==> config.mk <==
export PLATFORM = sky130hd
export DESIGN_NAME = spi_clkgen_alias
export DESIGN_NICKNAME = d
export VERILOG_FILES = /design/src/rtl/spi_cg_pkg.sv /design/src/rtl/spi_cg_regs.sv /design/src/rtl/spi_cg_divider.sv /design/src/rtl/spi_clkgen_alias.sv
export SDC_FILE = /design/constraint.sdc
export NUM_CORES = 1
export LEC_CHECK = 0
export BUFFER_PORTS_ARGS = -buffer_cell sky130_fd_sc_hd__clkbuf_2
export CORE_MARGIN = 5
export CORE_UTILIZATION = 40
export DETAILED_ROUTE_END_ITERATION = 10
export GPL_ROUTABILITY_DRIVEN = 0
export PLACE_DENSITY_LB_ADDON = 0.05
export SYNTH_ARGS = -nofsm -noshare
export SYNTH_HDL_FRONTEND = slang
export SYNTH_SLANG_ARGS = --single-unit
export TNS_END_PERCENT = 50
==> constraint.sdc <==
create_clock -name clk -period 3.3 [get_ports clk]
set_input_delay 0.66 -clock clk [delete_from_list [all_inputs] [get_ports clk]]
set_output_delay 0.66 -clock clk [all_outputs]
set_load 0.01 [all_outputs]
==> src/rtl/spi_cg_pkg.sv <==
`timescale 1ns/1ps
package spi_cg_pkg;
   localparam int unsigned FMT_ADDR = 0;
   localparam int unsigned EXT_ADDR = 1;

   typedef enum logic [1:0] {
      SEL_NONE = 2'd0,
      SEL_FMT  = 2'd1,
      SEL_EXT  = 2'd2
   } reg_sel_e;
endpackage

==> src/rtl/spi_cg_regs.sv <==
`timescale 1ns/1ps
module spi_cg_regs
   import spi_cg_pkg::*;
#(
   parameter int ADDR_W  = 4,
   parameter int DATA_W  = 32,
   parameter int PRE_W   = 11,
   parameter int LEG_W   = 8,
   parameter int LEG_LSB = 8
) (
   input  logic              clk,
   input  logic              rst_n,
   input  logic [ADDR_W-1:0] addr,
   input  logic [DATA_W-1:0] wdata,
   input  logic              we,
   output logic [DATA_W-1:0] rdata,
   output logic [PRE_W-1:0]  pre_q
);
   localparam logic [DATA_W-1:0] LEG_MASK =
      {{(DATA_W-LEG_W){1'b0}}, {LEG_W{1'b1}}} << LEG_LSB;

   generate
      if (PRE_W < LEG_W) begin : g_bad_width
         $error("wide prescale view narrower than legacy view");
      end
      if (LEG_LSB + LEG_W > DATA_W) begin : g_bad_pos
         $error("legacy field outside data word");
      end
      if (PRE_W > DATA_W) begin : g_bad_pre
         $error("prescale wider than data word");
      end
   endgenerate

   reg_sel_e           sel;
   logic [DATA_W-1:0]  fmt_q;

   always_comb begin
      if (addr == ADDR_W'(FMT_ADDR))      sel = SEL_FMT;
      else if (addr == ADDR_W'(EXT_ADDR)) sel = SEL_EXT;
      else                                sel = SEL_NONE;
   end

   // One storage word; the legacy view zero-extends into it.
   always_ff @(posedge clk or negedge rst_n) begin
      if (!rst_n) begin
         pre_q <= '0;
         fmt_q <= '0;
      end else if (we) begin
         case (sel)
            SEL_FMT: begin
               pre_q <= PRE_W'(wdata[LEG_LSB +: LEG_W]);
               fmt_q <= wdata & ~LEG_MASK;
            end
            SEL_EXT: pre_q <= wdata[PRE_W-1:0];
            default: ;
         endcase
      end
   end

   always_comb begin
      case (sel)
         SEL_FMT: rdata = fmt_q | (DATA_W'(pre_q[LEG_W-1:0]) << LEG_LSB);
         SEL_EXT: rdata = DATA_W'(pre_q);
         default: rdata = '0;
      endcase
   end

   assert_legacy_clears_R4: assert property (@(posedge clk) disable iff (!rst_n)
      (we && sel == SEL_FMT) |=>
         pre_q == PRE_W'($past(wdata[LEG_LSB +: LEG_W])));

   assert_wide_write_R2: assert property (@(posedge clk) disable iff (!rst_n)
      (we && sel == SEL_EXT) |=> pre_q == $past(wdata[PRE_W-1:0]));

   assert_other_addr_ignored_R10: assert property (@(posedge clk) disable iff (!rst_n)
      (we && sel == SEL_NONE) |=> ($stable(pre_q) && $stable(fmt_q)));
endmodule

==> src/rtl/spi_cg_divider.sv <==
`timescale 1ns/1ps
module spi_cg_divider #(
   parameter int PRE_W     = 11,
   parameter bit IDLE_HIGH = 1'b0
) (
   input  logic             clk,
   input  logic             rst_n,
   input  logic             run_req,
   input  logic [PRE_W-1:0] pre_in,
   output logic             sclk,
   output logic             tick
);
   logic             run_q;
   logic [PRE_W-1:0] cnt_q;
   logic [PRE_W-1:0] act_q;
   logic [PRE_W:0]   half;
   logic             wrap;
   logic             hi_phase;

   assign wrap     = (cnt_q == act_q);
   assign half     = ({1'b0, act_q} + 1'b1) >> 1;
   assign hi_phase = ({1'b0, cnt_q} >= half);

   always_ff @(posedge clk or negedge rst_n) begin
      if (!rst_n) begin
         run_q <= 1'b0;
         cnt_q <= '0;
         act_q <= '0;
      end else if (!run_req) begin
         run_q <= 1'b0;
         cnt_q <= '0;
         act_q <= pre_in;
      end else if (!run_q) begin
         run_q <= 1'b1;
         cnt_q <= '0;
         act_q <= pre_in;
      end else if (wrap) begin
         cnt_q <= '0;
         act_q <= pre_in;
      end else begin
         cnt_q <= cnt_q + 1'b1;
      end
   end

   assign tick = run_q & wrap;

   generate
      if (IDLE_HIGH) begin : g_idle_hi
         assign sclk = ~(run_q & hi_phase);
      end else begin : g_idle_lo
         assign sclk = run_q & hi_phase;
      end
   endgenerate

   assert_count_bounded_R5: assert property (@(posedge clk) disable iff (!rst_n)
      run_q |-> cnt_q <= act_q);

   assert_ratio_held_R8: assert property (@(posedge clk) disable iff (!rst_n)
      (run_q && $past(run_q) && $past(run_req) && !$past(wrap)) |-> $stable(act_q));
endmodule

==> src/rtl/spi_clkgen_alias.sv <==
`timescale 1ns/1ps
module spi_clkgen_alias #(
   parameter int ADDR_W    = 4,
   parameter int DATA_W    = 32,
   parameter int PRE_W     = 11,
   parameter int LEG_W     = 8,
   parameter int LEG_LSB   = 8,
   parameter bit IDLE_HIGH = 1'b0
) (
   input  logic              clk,
   input  logic              rst_n,
   input  logic [ADDR_W-1:0] addr,
   input  logic [DATA_W-1:0] wdata,
   input  logic              we,
   output logic [DATA_W-1:0] rdata,
   input  logic              master,
   input  logic              xfer_en,
   output logic              sclk,
   output logic              bit_tick
);
   logic [PRE_W-1:0] pre;
   logic             run_req;

   assign run_req = master & xfer_en;

   spi_cg_regs #(
      .ADDR_W(ADDR_W), .DATA_W(DATA_W), .PRE_W(PRE_W),
      .LEG_W(LEG_W), .LEG_LSB(LEG_LSB)
   ) u_regs (
      .clk(clk), .rst_n(rst_n), .addr(addr), .wdata(wdata),
      .we(we), .rdata(rdata), .pre_q(pre)
   );

   spi_cg_divider #(
      .PRE_W(PRE_W), .IDLE_HIGH(IDLE_HIGH)
   ) u_div (
      .clk(clk), .rst_n(rst_n), .run_req(run_req), .pre_in(pre),
      .sclk(sclk), .tick(bit_tick)
   );

   assert_idle_when_off_R7: assert property (@(posedge clk) disable iff (!rst_n)
      !(master && xfer_en) |=> (sclk == IDLE_HIGH && !bit_tick));

   assert_zero_ratio_tick_R5: assert property (@(posedge clk) disable iff (!rst_n)
      ($past(master && xfer_en) && master && xfer_en && pre == '0
       && $past(pre) == '0) |=> bit_tick);
endmodule

# --- Word-level counts from Yosys, hierarchy flattened ---
# Cells that the tools add are included.
classes:
  addsub: 2
  bitwise: 4
  reduce_logical: 4
  mux: 11
  eq_ne: 5
  n_lt_le_gt_ge: 1
ops:
  columns: ["cell", "n"]
  rows:
  - ["$mux 11", 6]
  - ["$pmux 32 s2", 1]
  - ["$or 32x16->32", 1]
  - ["$pmux 11 s2", 1]
  - ["$add 11x1->12 const B", 1]
  - ["$add 11x1->11 const B", 1]
  - ["$eq 11x11->1", 1]
  - ["$ge 11x11->1", 1]
  - ["$eq 4x1->1 const B", 1]
  - ["$logic_not 4->1", 1]
  - ["$mux 2", 2]
  - ["$reduce_and 2->1", 2]
  - ["$and 1x1->1", 3]
  - ["$ne 3x3->1 const B", 1]
  - ["$eq 2x1->1 const B", 1]
  - ["$eq 2x2->1 const B", 1]
  - ["$reduce_bool 2->1", 1]
  - ["$mux 1", 1]
totals:
  register_bits: 58
  output_inout_bits: 34

# --- Depth between registers and ports, before layout ---
depth:
  word_depth: 6
  depth_mapped: 11
  mapped_depth_nobuf: 11

# --- Cells and area by module ---
# From an unflattened synthesis, not the netlist that was laid out.
unflattened:
  hier_cells: 278
  hier_area_um2: 3279.4
modules_own_cells:
  columns: ["mod", "cells_per_inst", "instances", "area_per_inst_um2"]
  rows:
  - ["spi_cg_regs", 137, 1, 1740.4]
  - ["spi_cg_divider", 140, 1, 1532.7]
  - ["spi_clkgen_alias", 1, 1, 6.3]

# --- Least setup slack after synthesis ---
# OpenSTA, ideal clock, no wires.
synth_path:
  kind: "register to output"
  from: "register u_div.act_q[2]"
  to: "output port sclk"
  stages_incl_launch_ff: 12
  required_ns: 2.640
  arrival_time_ns: 2.139
  setup_slack_ns: 0.501
  cell_sequence: "dfrtp_1 -> and3_1 -> and3_1 -> and3_1 -> nand3_1 -> xor2_1 -> ha_1 -> a21o_1 -> a211o_1 -> nor2_1 -> o211a_1 -> nor3_1"
synth_via:
  elab_chain_cells: 3
synth_lines:
  columns: ["element", "line_no", "rtl"]
  rows:
  - ["from (decl)", "spi_cg_divider.sv:15", "logic [PRE_W-1:0] act_q;"]
  - ["from (signal assigned)", "spi_cg_divider.sv:32", "act_q <= pre_in;"]
  - ["from (signal assigned)", "spi_cg_divider.sv:36", "act_q <= pre_in;"]
  - ["from (signal assigned)", "spi_cg_divider.sv:39", "act_q <= pre_in;"]
  - ["$add 11x1->12", "spi_cg_divider.sv:21", "assign half = ({1'b0, act_q} + 1'b1) >> 1;"]
  - ["$ge 11x11->1", "spi_cg_divider.sv:22", "assign hi_phase = ({1'b0, cnt_q} >= half);"]
  - ["$and 1x1->1", "spi_cg_divider.sv:51", "assign sclk = run_q & hi_phase;"]
  - ["to (decl)", "spi_clkgen_alias.sv:18", "output logic sclk,"]
# Every way passes these cells.

# --- Final worst setup path ---
# Same ends and word-level chain as after synthesis.

==> run metrics <==
Placement Setup Slack=around 0.19 ns; root buffer cell=clkbuf_8; unrepaired setup endpoints after global routing=true; die height=98.6 µm; starting density of the core=40.9%; Avg WL per Cell=15.4 µm; Hold WS=between 0.2 and 0.25 ns; Synth cell types=34; min Tclk post-route=3.22 ns; post-route insts no fill=469; clock buffer depth=2; Vias=roughly 2.3k; Setup crit end kind=output port; Die ar.=9730 µm²; Post-route DRC=0; final hold violations=0; Ys Warns=0; Worst Path Arrival=2.56 ns; Area Growth Syn to Fin=23.5%; skew final=0.00819 ns; # nets final=between 400 and 500; fmax=about 0.31 GHz; global-route wire length before repair=~12000 µm; clock-pin transition on the worst setup and hold timing paths=about 0.070 ns; hold buffers post-CTS=0; crit-path max FO=3; final wirelength=7240 µm; highest-count cells in the layout ignoring fill and taps=clkbuf_2 (73), dfrtp_1 (58), mux2_2 (30); port bufs=74; PnR worst setup slack=0.0823 ns; number of inserted diodes=0; synth top area cells=dfrtp_1 (46%), mux2_2 (11%), ha_1 (5.2%), and2_1 (4.6%), xor2_1 (4.5%); DP HPWL=between 5000 and 6000 µm; CTS sink cnt=a little under 60; share of layout cells above drive strength 1=between 30% and 40%; Worst setup startpoint=u_div.act_q[2]; Clock Latency Late Sink=around 0.33 ns; Remaining Overflow, GRT=0; CTS tree=built; Least-Margin Pin Slew=between 0.6 and 0.7 ns; Final ANT Viol Nets=0; CP Data Required Time=between 2 and 3 ns; syn avg cell area=11.3 µm²; Synth top area share=a little under half; outcome=finished clean; most common cell after layout, fill and taps aside=clkbuf_2; Slew HR=between 50% and 60%; final max-slew violation count=0; vias in the first global route=roughly 2.5k; vias per cell=approximately 5.0; worst r2r src=u_div.cnt_q[8]; Design Power=0.00190 W; area of the mapped netlist=3140 µm²; CORE AREA=slightly below 8000 µm²; FF-to-FF path depth=5; largest net degree at the start of global routing=34; Reg2Reg Setup Slack=1.20 ns; Pleak=about 1.8 nW; DP Cell Count=~450; Synth Register Bits=58; final setup violation count=0; CP Launch Type=flop; Top-Level Pins=75; Yosys top cell by area=dfrtp_1; Syn Nets=approximately 330; floorplan row count=32; H-Tree Depth=3; CP Class=flop to output port; RR Endpoint=u_div.act_q[2]; initial antenna violation count=0; initial DRC count=70; Synth Instances=between 200 and 300; # Max-Cap Violations=0; Peak VDD IR=between 200 and 300 µV; GRT Overall Usage=approximately 16%; pwr dens=a little under 500 nW/µm²; setup tns final=0 ns; TritonRoute pass-1 iters=4; Worst Hold Class=input port to asynchronous set/reset pin; fin crit share=97.5%; sequential area share after synthesis=between 40% and 50%; chip width=98.6 µm; CTS Buf Count=9
report_power, final:
part	total (W)	leakage (nW)	internal (W)	switching, W
Combinational	0.000350	1.02	0.000198	0.000152
Sequential	0.000930	0.741	0.000831	0.0000993
Clock	0.000621	0.0893	0.000346	0.000275
critical path: stages, from the launching register on:
cell	delay [ns]
dfrtp_1	0.35
and3_4	0.20
and3_4	0.20
and3_4	0.20
nand3_2	0.07
xor2_1	0.16
ha_2	0.18
a21o_1	0.15
a211o_1	0.26
nor2_1	0.12
o211a_1	0.16
nor3_1	0.04
buf_2	0.14
sequential cells by signal, indices dropped and copies added, names as in the netlist:
register      count
u_regs.fmt_q     24
u_div.act_q      11
u_div.cnt_q      11
u_regs.pre_q     11
u_div.run_q       1
per-layer routing:
| metal | GRT usage [%] | up-vias | share of wire [%] |
|---|---|---|---|
| met3 | 4.95 | 9 | 5.5 |
| met2 | 24.3 | 55 | 47 |
| met4 | 5.99 | 0 | 1.5 |
| met1 | 20.2 | 1114 | 46 |
| met5 | 0 | - | 0 |
| li1 | - | 1150 | - |
cells in the mapped netlist:
cell type   n
nor2b_1     1
nand2b_1    2
inv_1       2
a22o_1     11
o21ai_4     1
a21oi_1     4
o21ai_0    15
mux2i_1     8
nor3_1      3
mux2_4      5
clkbuf_1    6
and3_1      5
nand4_2     1
dfrtp_1    58
and4_1      1
o211a_1     1
xnor2_1    12
nand2_1    19
o21a_4      1
or3_1       1
nor4_2      1
a21o_1      2
ha_1       13
and2_1     23
nor4_4      1
nand3_1    11
and2_2      1
mux2_2     30
nor2_1     12
nand4_1     5
buf_2       3
xor2_1     16
buf_4       1
a211o_1     1
kinds of logic after synthesis:
logic type                 after synthesis  synth area share [%]
and+or+nand+nor                         87                  15.3
DFF                                     58                  46.2
muxes                                   43                  15.7
AOI/OAI and AO/OA                       36                  8.16
xor gates and xnor gates                28                  7.81
adders and majority gates               13                  5.18
buffers and inverters                   12                  1.67
cell type report:
class | count | area (µm²)
clock buffers | 11 | 131
inverters | 2 | 7.51
multi-input cells | 207 | 1660
well taps | 102 | 128
clock inverters | 5 | 55.1
repair buffers | 84 | 445
flip-flops and latches | 58 | 1450
fillers | 745 | 3810
metrics by stage:
| stage | utilization, % | cell area (µm²) |
|---|---|---|
| global placement | 47.3 | 3640 |
| detailed placement | 47.3 | 3640 |
| CTS | 50.3 | 3860 |
| global route | 50.5 | 3880 |
| finish | 50.5 | 3880 |
| floorplan | - | 3140 |
repair_timing:
| item | in CTS | in global routing |
|---|---|---|
| setup endpoints to repair | 1 | 1 |
| resized for setup | 3 | 4 |
| pin swaps | 0 | 4 |
| buffers inserted | 3 | 1 |
worst max-delay path by stage:
stage | endpoint | depth (start not counted)
after floorplan | sclk | 11
after global placement | sclk | 12
after detailed placement | sclk | 12
after CTS | sclk | 12
after global routing | sclk | 12
final | sclk | 12
Power figures use the tool's default switching activity.
